[src/rtl/nvm_spc_pkg.sv]
package nvm_spc_pkg;
    typedef enum logic [1:0] {
        CMD_ACT = 2'd0,
        CMD_RD  = 2'd1,
        CMD_WR  = 2'd2,
        CMD_PRE = 2'd3
    } nvm_cmd_e;

    localparam int NUM_CMDS = 4;
endpackage

[src/rtl/nvm_spc_age.sv]
// Saturating elapsed-cycle tracker for one event: loads 1 on the event,
// counts up each cycle, holds at the top value.
module nvm_spc_age #(
    parameter int CNT_W = 8
) (
    input  logic             clk,
    input  logic             rst_n,
    input  logic             load_i,
    output logic [CNT_W-1:0] age_o,
    output logic             vld_o
);
    localparam logic [CNT_W-1:0] AGE_TOP = {CNT_W{1'b1}};
    localparam logic [CNT_W-1:0] AGE_ONE = CNT_W'(1);

    typedef struct packed {
        logic             vld;
        logic [CNT_W-1:0] age;
    } age_st_t;

    age_st_t st_d, st_q;

    always_comb begin
        st_d = st_q;
        if (st_q.vld && (st_q.age != AGE_TOP)) begin
            st_d.age = st_q.age + AGE_ONE;
        end
        if (load_i) begin
            st_d.vld = 1'b1;
            st_d.age = AGE_ONE;
        end
    end

    always_ff @(posedge clk) begin
        if (!rst_n) begin
            st_q <= '0;
        end else begin
            st_q <= st_d;
        end
    end

    assign age_o = st_q.age;
    assign vld_o = st_q.vld;
endmodule

[src/rtl/nvm_spc_faw_ring.sv]
// Circular log of the last DEPTH activations; the slot at the write
// pointer is always the oldest once the log is full.
module nvm_spc_faw_ring #(
    parameter int CNT_W = 8,
    parameter int DEPTH = 4
) (
    input  logic             clk,
    input  logic             rst_n,
    input  logic             push_i,
    output logic [CNT_W-1:0] oldest_age_o,
    output logic             oldest_vld_o
);
    localparam int PTR_W = (DEPTH > 1) ? $clog2(DEPTH) : 1;
    localparam logic [PTR_W-1:0] PTR_LAST = PTR_W'(DEPTH - 1);

    typedef struct packed {
        logic [PTR_W-1:0] ptr;
    } ring_st_t;

    ring_st_t ring_d, ring_q;

    logic [CNT_W-1:0] slot_age [DEPTH];
    logic             slot_vld [DEPTH];

    for (genvar gi = 0; gi < DEPTH; gi++) begin : g_slot
        nvm_spc_age #(.CNT_W(CNT_W)) u_slot (
            .clk    (clk),
            .rst_n  (rst_n),
            .load_i (push_i && (ring_q.ptr == PTR_W'(gi))),
            .age_o  (slot_age[gi]),
            .vld_o  (slot_vld[gi])
        );
    end

    always_comb begin
        ring_d = ring_q;
        if (push_i) begin
            ring_d.ptr = (ring_q.ptr == PTR_LAST) ? '0 : ring_q.ptr + PTR_W'(1);
        end
    end

    always_ff @(posedge clk) begin
        if (!rst_n) begin
            ring_q <= '0;
        end else begin
            ring_q <= ring_d;
        end
    end

    assign oldest_age_o = slot_age[ring_q.ptr];
    assign oldest_vld_o = slot_vld[ring_q.ptr];
endmodule

[src/rtl/nvm_spc_rules.sv]
// Pure combinational evaluation of all spacing limits.
module nvm_spc_rules #(
    parameter int CNT_W  = 8,
    parameter int BANK_W = 3
) (
    input  logic [CNT_W-1:0]  cfg_faw,
    input  logic [CNT_W-1:0]  cfg_rrd,
    input  logic [CNT_W-1:0]  cfg_wwd,
    input  logic [CNT_W-1:0]  cfg_wad,
    input  logic [CNT_W-1:0]  cfg_awd,
    input  logic [CNT_W-1:0]  win_age,
    input  logic              win_vld,
    input  logic [CNT_W-1:0]  act_age,
    input  logic              act_vld,
    input  logic [BANK_W-1:0] act_bank,
    input  logic [CNT_W-1:0]  wr_age,
    input  logic              wr_vld,
    input  logic [BANK_W-1:0] cand_bank,
    output logic              act_ok,
    output logic              wr_ok
);
    function automatic logic far_enough(input logic vld,
                                        input logic [CNT_W-1:0] age,
                                        input logic [CNT_W-1:0] lim);
        return !vld || (age >= lim);
    endfunction

    logic win_ok, rrd_ok, wad_ok, wwd_ok, awd_ok, same_bank;

    always_comb begin
        same_bank = (cand_bank == act_bank);
        win_ok    = far_enough(win_vld, win_age, cfg_faw);
        rrd_ok    = same_bank || far_enough(act_vld, act_age, cfg_rrd);
        wad_ok    = far_enough(wr_vld, wr_age, cfg_wad);
        wwd_ok    = far_enough(wr_vld, wr_age, cfg_wwd);
        awd_ok    = far_enough(act_vld, act_age, cfg_awd);
        act_ok    = win_ok && rrd_ok && wad_ok;
        wr_ok     = wwd_ok && awd_ok;
    end
endmodule

[src/rtl/nvm_cmd_spacer.sv]
module nvm_cmd_spacer
    import nvm_spc_pkg::*;
#(
    parameter int CNT_W   = 8,
    parameter int BANK_W  = 3,
    parameter int WIN_ACT = 4
) (
    input  logic              clk,
    input  logic              rst_n,
    input  logic [CNT_W-1:0]  cfg_faw,
    input  logic [CNT_W-1:0]  cfg_rrd,
    input  logic [CNT_W-1:0]  cfg_wwd,
    input  logic [CNT_W-1:0]  cfg_wad,
    input  logic [CNT_W-1:0]  cfg_awd,
    input  logic [1:0]        cand_cmd,
    input  logic [BANK_W-1:0] cand_bank,
    input  logic              issue_vld,
    input  logic [1:0]        issue_cmd,
    input  logic [BANK_W-1:0] issue_bank,
    output logic [3:0]        legal,
    output logic              cand_ok
);
    typedef struct packed {
        logic [BANK_W-1:0] act_bank;
    } top_st_t;

    top_st_t top_d, top_q;

    logic             push_act, push_wr;
    logic [CNT_W-1:0] win_age, act_age, wr_age;
    logic             win_vld, act_vld, wr_vld;
    logic             act_ok, wr_ok;

    assign push_act = issue_vld && (issue_cmd == CMD_ACT);
    assign push_wr  = issue_vld && (issue_cmd == CMD_WR);

    nvm_spc_faw_ring #(.CNT_W(CNT_W), .DEPTH(WIN_ACT)) u_ring (
        .clk          (clk),
        .rst_n        (rst_n),
        .push_i       (push_act),
        .oldest_age_o (win_age),
        .oldest_vld_o (win_vld)
    );

    nvm_spc_age #(.CNT_W(CNT_W)) u_act_age (
        .clk    (clk),
        .rst_n  (rst_n),
        .load_i (push_act),
        .age_o  (act_age),
        .vld_o  (act_vld)
    );

    nvm_spc_age #(.CNT_W(CNT_W)) u_wr_age (
        .clk    (clk),
        .rst_n  (rst_n),
        .load_i (push_wr),
        .age_o  (wr_age),
        .vld_o  (wr_vld)
    );

    always_comb begin
        top_d = top_q;
        if (push_act) begin
            top_d.act_bank = issue_bank;
        end
    end

    always_ff @(posedge clk) begin
        if (!rst_n) begin
            top_q <= '0;
        end else begin
            top_q <= top_d;
        end
    end

    nvm_spc_rules #(.CNT_W(CNT_W), .BANK_W(BANK_W)) u_rules (
        .cfg_faw   (cfg_faw),
        .cfg_rrd   (cfg_rrd),
        .cfg_wwd   (cfg_wwd),
        .cfg_wad   (cfg_wad),
        .cfg_awd   (cfg_awd),
        .win_age   (win_age),
        .win_vld   (win_vld),
        .act_age   (act_age),
        .act_vld   (act_vld),
        .act_bank  (top_q.act_bank),
        .wr_age    (wr_age),
        .wr_vld    (wr_vld),
        .cand_bank (cand_bank),
        .act_ok    (act_ok),
        .wr_ok     (wr_ok)
    );

    always_comb begin
        legal          = '0;
        legal[CMD_ACT] = act_ok;
        legal[CMD_RD]  = 1'b1;
        legal[CMD_WR]  = wr_ok;
        legal[CMD_PRE] = 1'b1;
        cand_ok        = legal[cand_cmd];
    end
endmodule

[config.mk]
export PLATFORM = sky130hd
export DESIGN_NAME = nvm_cmd_spacer
export DESIGN_NICKNAME = d
export VERILOG_FILES = /design/src/rtl/nvm_spc_pkg.sv /design/src/rtl/nvm_spc_age.sv /design/src/rtl/nvm_spc_faw_ring.sv /design/src/rtl/nvm_spc_rules.sv /design/src/rtl/nvm_cmd_spacer.sv
export SDC_FILE = /design/constraint.sdc
export NUM_CORES = 1
export LEC_CHECK = 0
export ABC_AREA = 1
export BUFFER_PORTS_ARGS = -buffer_cell sky130_fd_sc_hd__buf_2
export CORE_MARGIN = 4
export CORE_UTILIZATION = 47
export CTS_CLUSTER_SIZE = 16
export DETAILED_ROUTE_END_ITERATION = 10
export PLACE_DENSITY = 0.65
export RECOVER_POWER = 100
export SLEW_MARGIN = 20
export SYNTH_ARGS = -nofsm -noshare
export SYNTH_HDL_FRONTEND = slang
export SYNTH_SLANG_ARGS = --single-unit
[constraint.sdc]
create_clock -name clk -period 6.4 [get_ports clk]
set_input_delay 0.32 -clock clk [delete_from_list [all_inputs] [get_ports clk]]
set_output_delay 0.32 -clock clk [all_outputs]
set_load 0.005 [all_outputs]
==> summary.md <==
| Metric | Value |
|---|---|
| HP Class | `in -> reg` |
| CTS tree | `done` |
| Clk slew on worst S/H paths | `0.07 ns` |
| Final worst path period need | `3.57 ns` |
| First-pass GRT wire length | `16300 um` |
| Total Wirelength | `9810 um` |
| Die H | `103 um` |
| Leakage | `0.00231 uW` |
| Share of cells above drive strength 1 | `11.9%` |
| Worst EP required | `6.08 ns` |
| H-tree depth | `3` |
| Final Hold Fails | `0` |
| Non-Filler Instances | `782` |
| DRT Pass-1 Iters | `4` |
| Max cap viols | `0` |
| DR WL met3 | `535 um` |
| Root buf cell | `clkbuf_8` |
| Drt drc | `0` |
| Worst hold slack | `0.224 ns` |
| Mapped Cells | `616` |
| Worst path slowest cell | `dfxtp_1` |
| Yosys reg bits | `59` |
| Pwr Density | `179 mW/mm^2` |
| Core area | `0.00876 sq mm` |
| Fin crit share | `55.8%` |
| Asr flop ratio synth | `0%` |
| Final HPWL DP | `7660 um` |
| Metal1 wirelength | `4700 um` |
| Clock sinks | `59` |
| Max-slew headroom | `42.5%` |
| Final setup violation count | `0` |
| Post-Syn Area | `0.00426 sq mm` |
| Post-Place Cells | `766` |
| Worst-Skew Late Latency | `0.34 ns` |
| Post_cts resized | `0` |
| WL met2 | `4480 um` |
| Max incr delay on CP | `0.82 ns` |
| Num rows | `34` |
| GRT overflow | `0` |
| Initial core utilization | `48.6%` |
| Yosys synthesis warning count | `0` |
| I/O pins | `58` |
| Critical Path Most Common Cell | `a21oi_1` |
| CTS Hold Bufs | `0` |
| Die Wd | `103 um` |
| Post-Place Setup Slack | `3.28 ns` |
| Worst EP arrival | `3.25 ns` |
| Antenna cells | `0` |
| Vias in the first global route | `3587` |
| Die ar. | `0.0106 sq mm` |
| DR vias/cell | `5.06` |
| Area delta synth->final | `12.0%` |
| CP Capture Type | `primary output` |
| Max IR drop VDD | `0.0944 mV` |
| RSZ-0062 raised after global routing | `false` |
| Yosys cell types | `35` |
| Bufs on Longest Clock Path | `2` |
| CP Max Fanout | `25` |
| Mean area per synthesized cell | `6.91 sq um` |
| Sequential fraction of the synthesis area | `27.7%` |
| NumNets Final | `772` |
| Crit start category | `flip-flop` |
| CTS Buf Count | `9` |
| Setup Skew | `0.0101 ns` |
| CP Cell Sequence | `inv_1 -> o21ai_0 -> a21oi_1 -> a21oi_1 -> ha_1 -> a21oi_1 -> o21a_1 -> nand4_1 -> and3_1 -> buf_2` |
| Buf/Inv on CP | `2` |
| Achievable Freq | `280 MHz` |
| Number of flops mapped to enable cells by yosys | `0` |
| Worst setup margin | `2.83 ns` |
| Main synth FF type | `dfxtp_1` |
| Via count | `3955` |
| Crit path kind | `reg -> out` |
| Post CTS Setup Buffer Count | `0` |
| Slew @ Worst Pin | `0.863 ns` |
| Uppermost layer routed | `met4` |
| Pin count of the biggest net entering global routing | `26` |
| 1st-iter DRT viols | `170` |
| Outcome | `finished, final reports clean` |
| RePlAce Congestion | `0.849` |
| Top delay family on crit path | `flip-flops` |
| Setup_tns | `0 ns` |
| Initial antenna violation count | `0` |
| Slew Limit Fails | `0` |
| DR WL/cell | `12.5 um` |
| GRT Total Usage | `19.1%` |
| ANT nets after route | `0` |
| IO buf count | `55` |
[sequential cells by signal (all words and copies together), names as in the netlist]
signal                      cells
top_q                           3
u_ring.ring_q                   2
u_act_age.age_o                 8
u_ring.g_slot.u_slot.vld_o      4
u_wr_age.age_o                  8
u_ring.g_slot.u_slot.age_o     32
u_act_age.vld_o                 1
u_wr_age.vld_o                  1
[cell type report]
cell class | instances | area [sq um]
clock buffer | 13 | 179
clock inverter | 3 | 43.8
fill | 887 | 4000
inverter | 103 | 389
multi-input combinational | 441 | 2560
sequential | 59 | 1180
tap | 108 | 135
timing repair buffer | 55 | 273
[cell usage in the layout, fill, tap and decap left out, drive strengths merged]
cell    count
nand4      22
dfxtp      59
o21bai      1
o21a        2
o21ai      33
nand2     144
buf        53
nor2       43
clkbuf     15
o22ai       6
xor2        6
bufinv      1
clkinv      2
a21o        3
xnor2      16
conb        2
nor3        8
and3        1
ha         50
nand3      17
inv       103
nor3b       2
nand3b     10
a21oi      75
[cells in the mapped netlist, types with 4 or more instances]
master / number / area (sq um)
nand4_1: 21 / 131
o21ai_0: 30 / 150
nand3_1: 17 / 85.1
xnor2_1: 16 / 140
inv_2: 6 / 22.5
nand3b_1: 10 / 75.1
a21oi_1: 70 / 350
buf_4: 4 / 30.0
xor2_1: 6 / 52.6
clkbuf_1: 4 / 15.0
ha_1: 50 / 626
nor2_1: 41 / 154
a21oi_2: 4 / 35.0
inv_1: 96 / 360
dfxtp_1: 59 / 1180
nand2_1: 143 / 537
o22ai_1: 6 / 37.5
nor3_1: 4 / 20.0
[kinds of logic (layout without fill, tap and decap cells)]
kind of cell	count (synthesis)	after routing	synth area share [%]
simple gates	247	247	26.1
compound gates	120	120	15.5
buf+inv	117	174	11.3
flops	59	59	27.7
fa+ha+maj	50	50	14.7
xor+xnor	22	22	4.53
other cells	1	2	0.0881
[per-layer routing]
layer	track usage (%)	up-vias
met2	31.7	75
met1	25.3	1761
met4	5.58	0
met5	0	-
li1	-	2111
met3	3.45	8
[report_power, final]
| part | total [uW] | internal (uW) | switching, uW |
|---|---|---|---|
| Clock | 373 | 222 | 151 |
| Combinational | 98.3 | 40.0 | 58.3 |
| Sequential | 380 | 373 | 7.02 |
[worst min-delay path, delay by kind of cell]
kind	cells	cell delay, ns
AND/OR/NAND/NOR	2	0.12
buffers and inverters	1	0.09
[final timing paths]
kind / from / to / slack (ns) / cells after the start
hold reg to reg: u_ring.g_slot[3].u_slot.vld_o / u_ring.g_slot[3].u_slot.vld_o / 0.48 / 2
setup / recovery: u_ring.ring_q[0] / legal[0] / 2.83 / 10
setup reg to reg: u_ring.ring_q[0] / u_ring.g_slot[2].u_slot.age_o[2] / 4.16 / 5
hold / removal: issue_bank[1] / top_q[1] / 0.22 / 3
[per-stage QoR]
step | utilization [%] | total power, uW | cell area (sq um)
after floorplan | - | 455 | 4260
after global placement | 52.2 | 483 | 4580
after detailed placement | 52.2 | 486 | 4580
after CTS | 54.8 | 862 | 4800
after global routing | 54.4 | 894 | 4770
final | 54.4 | 851 | 4770
(Power assumes the default switching activity.)
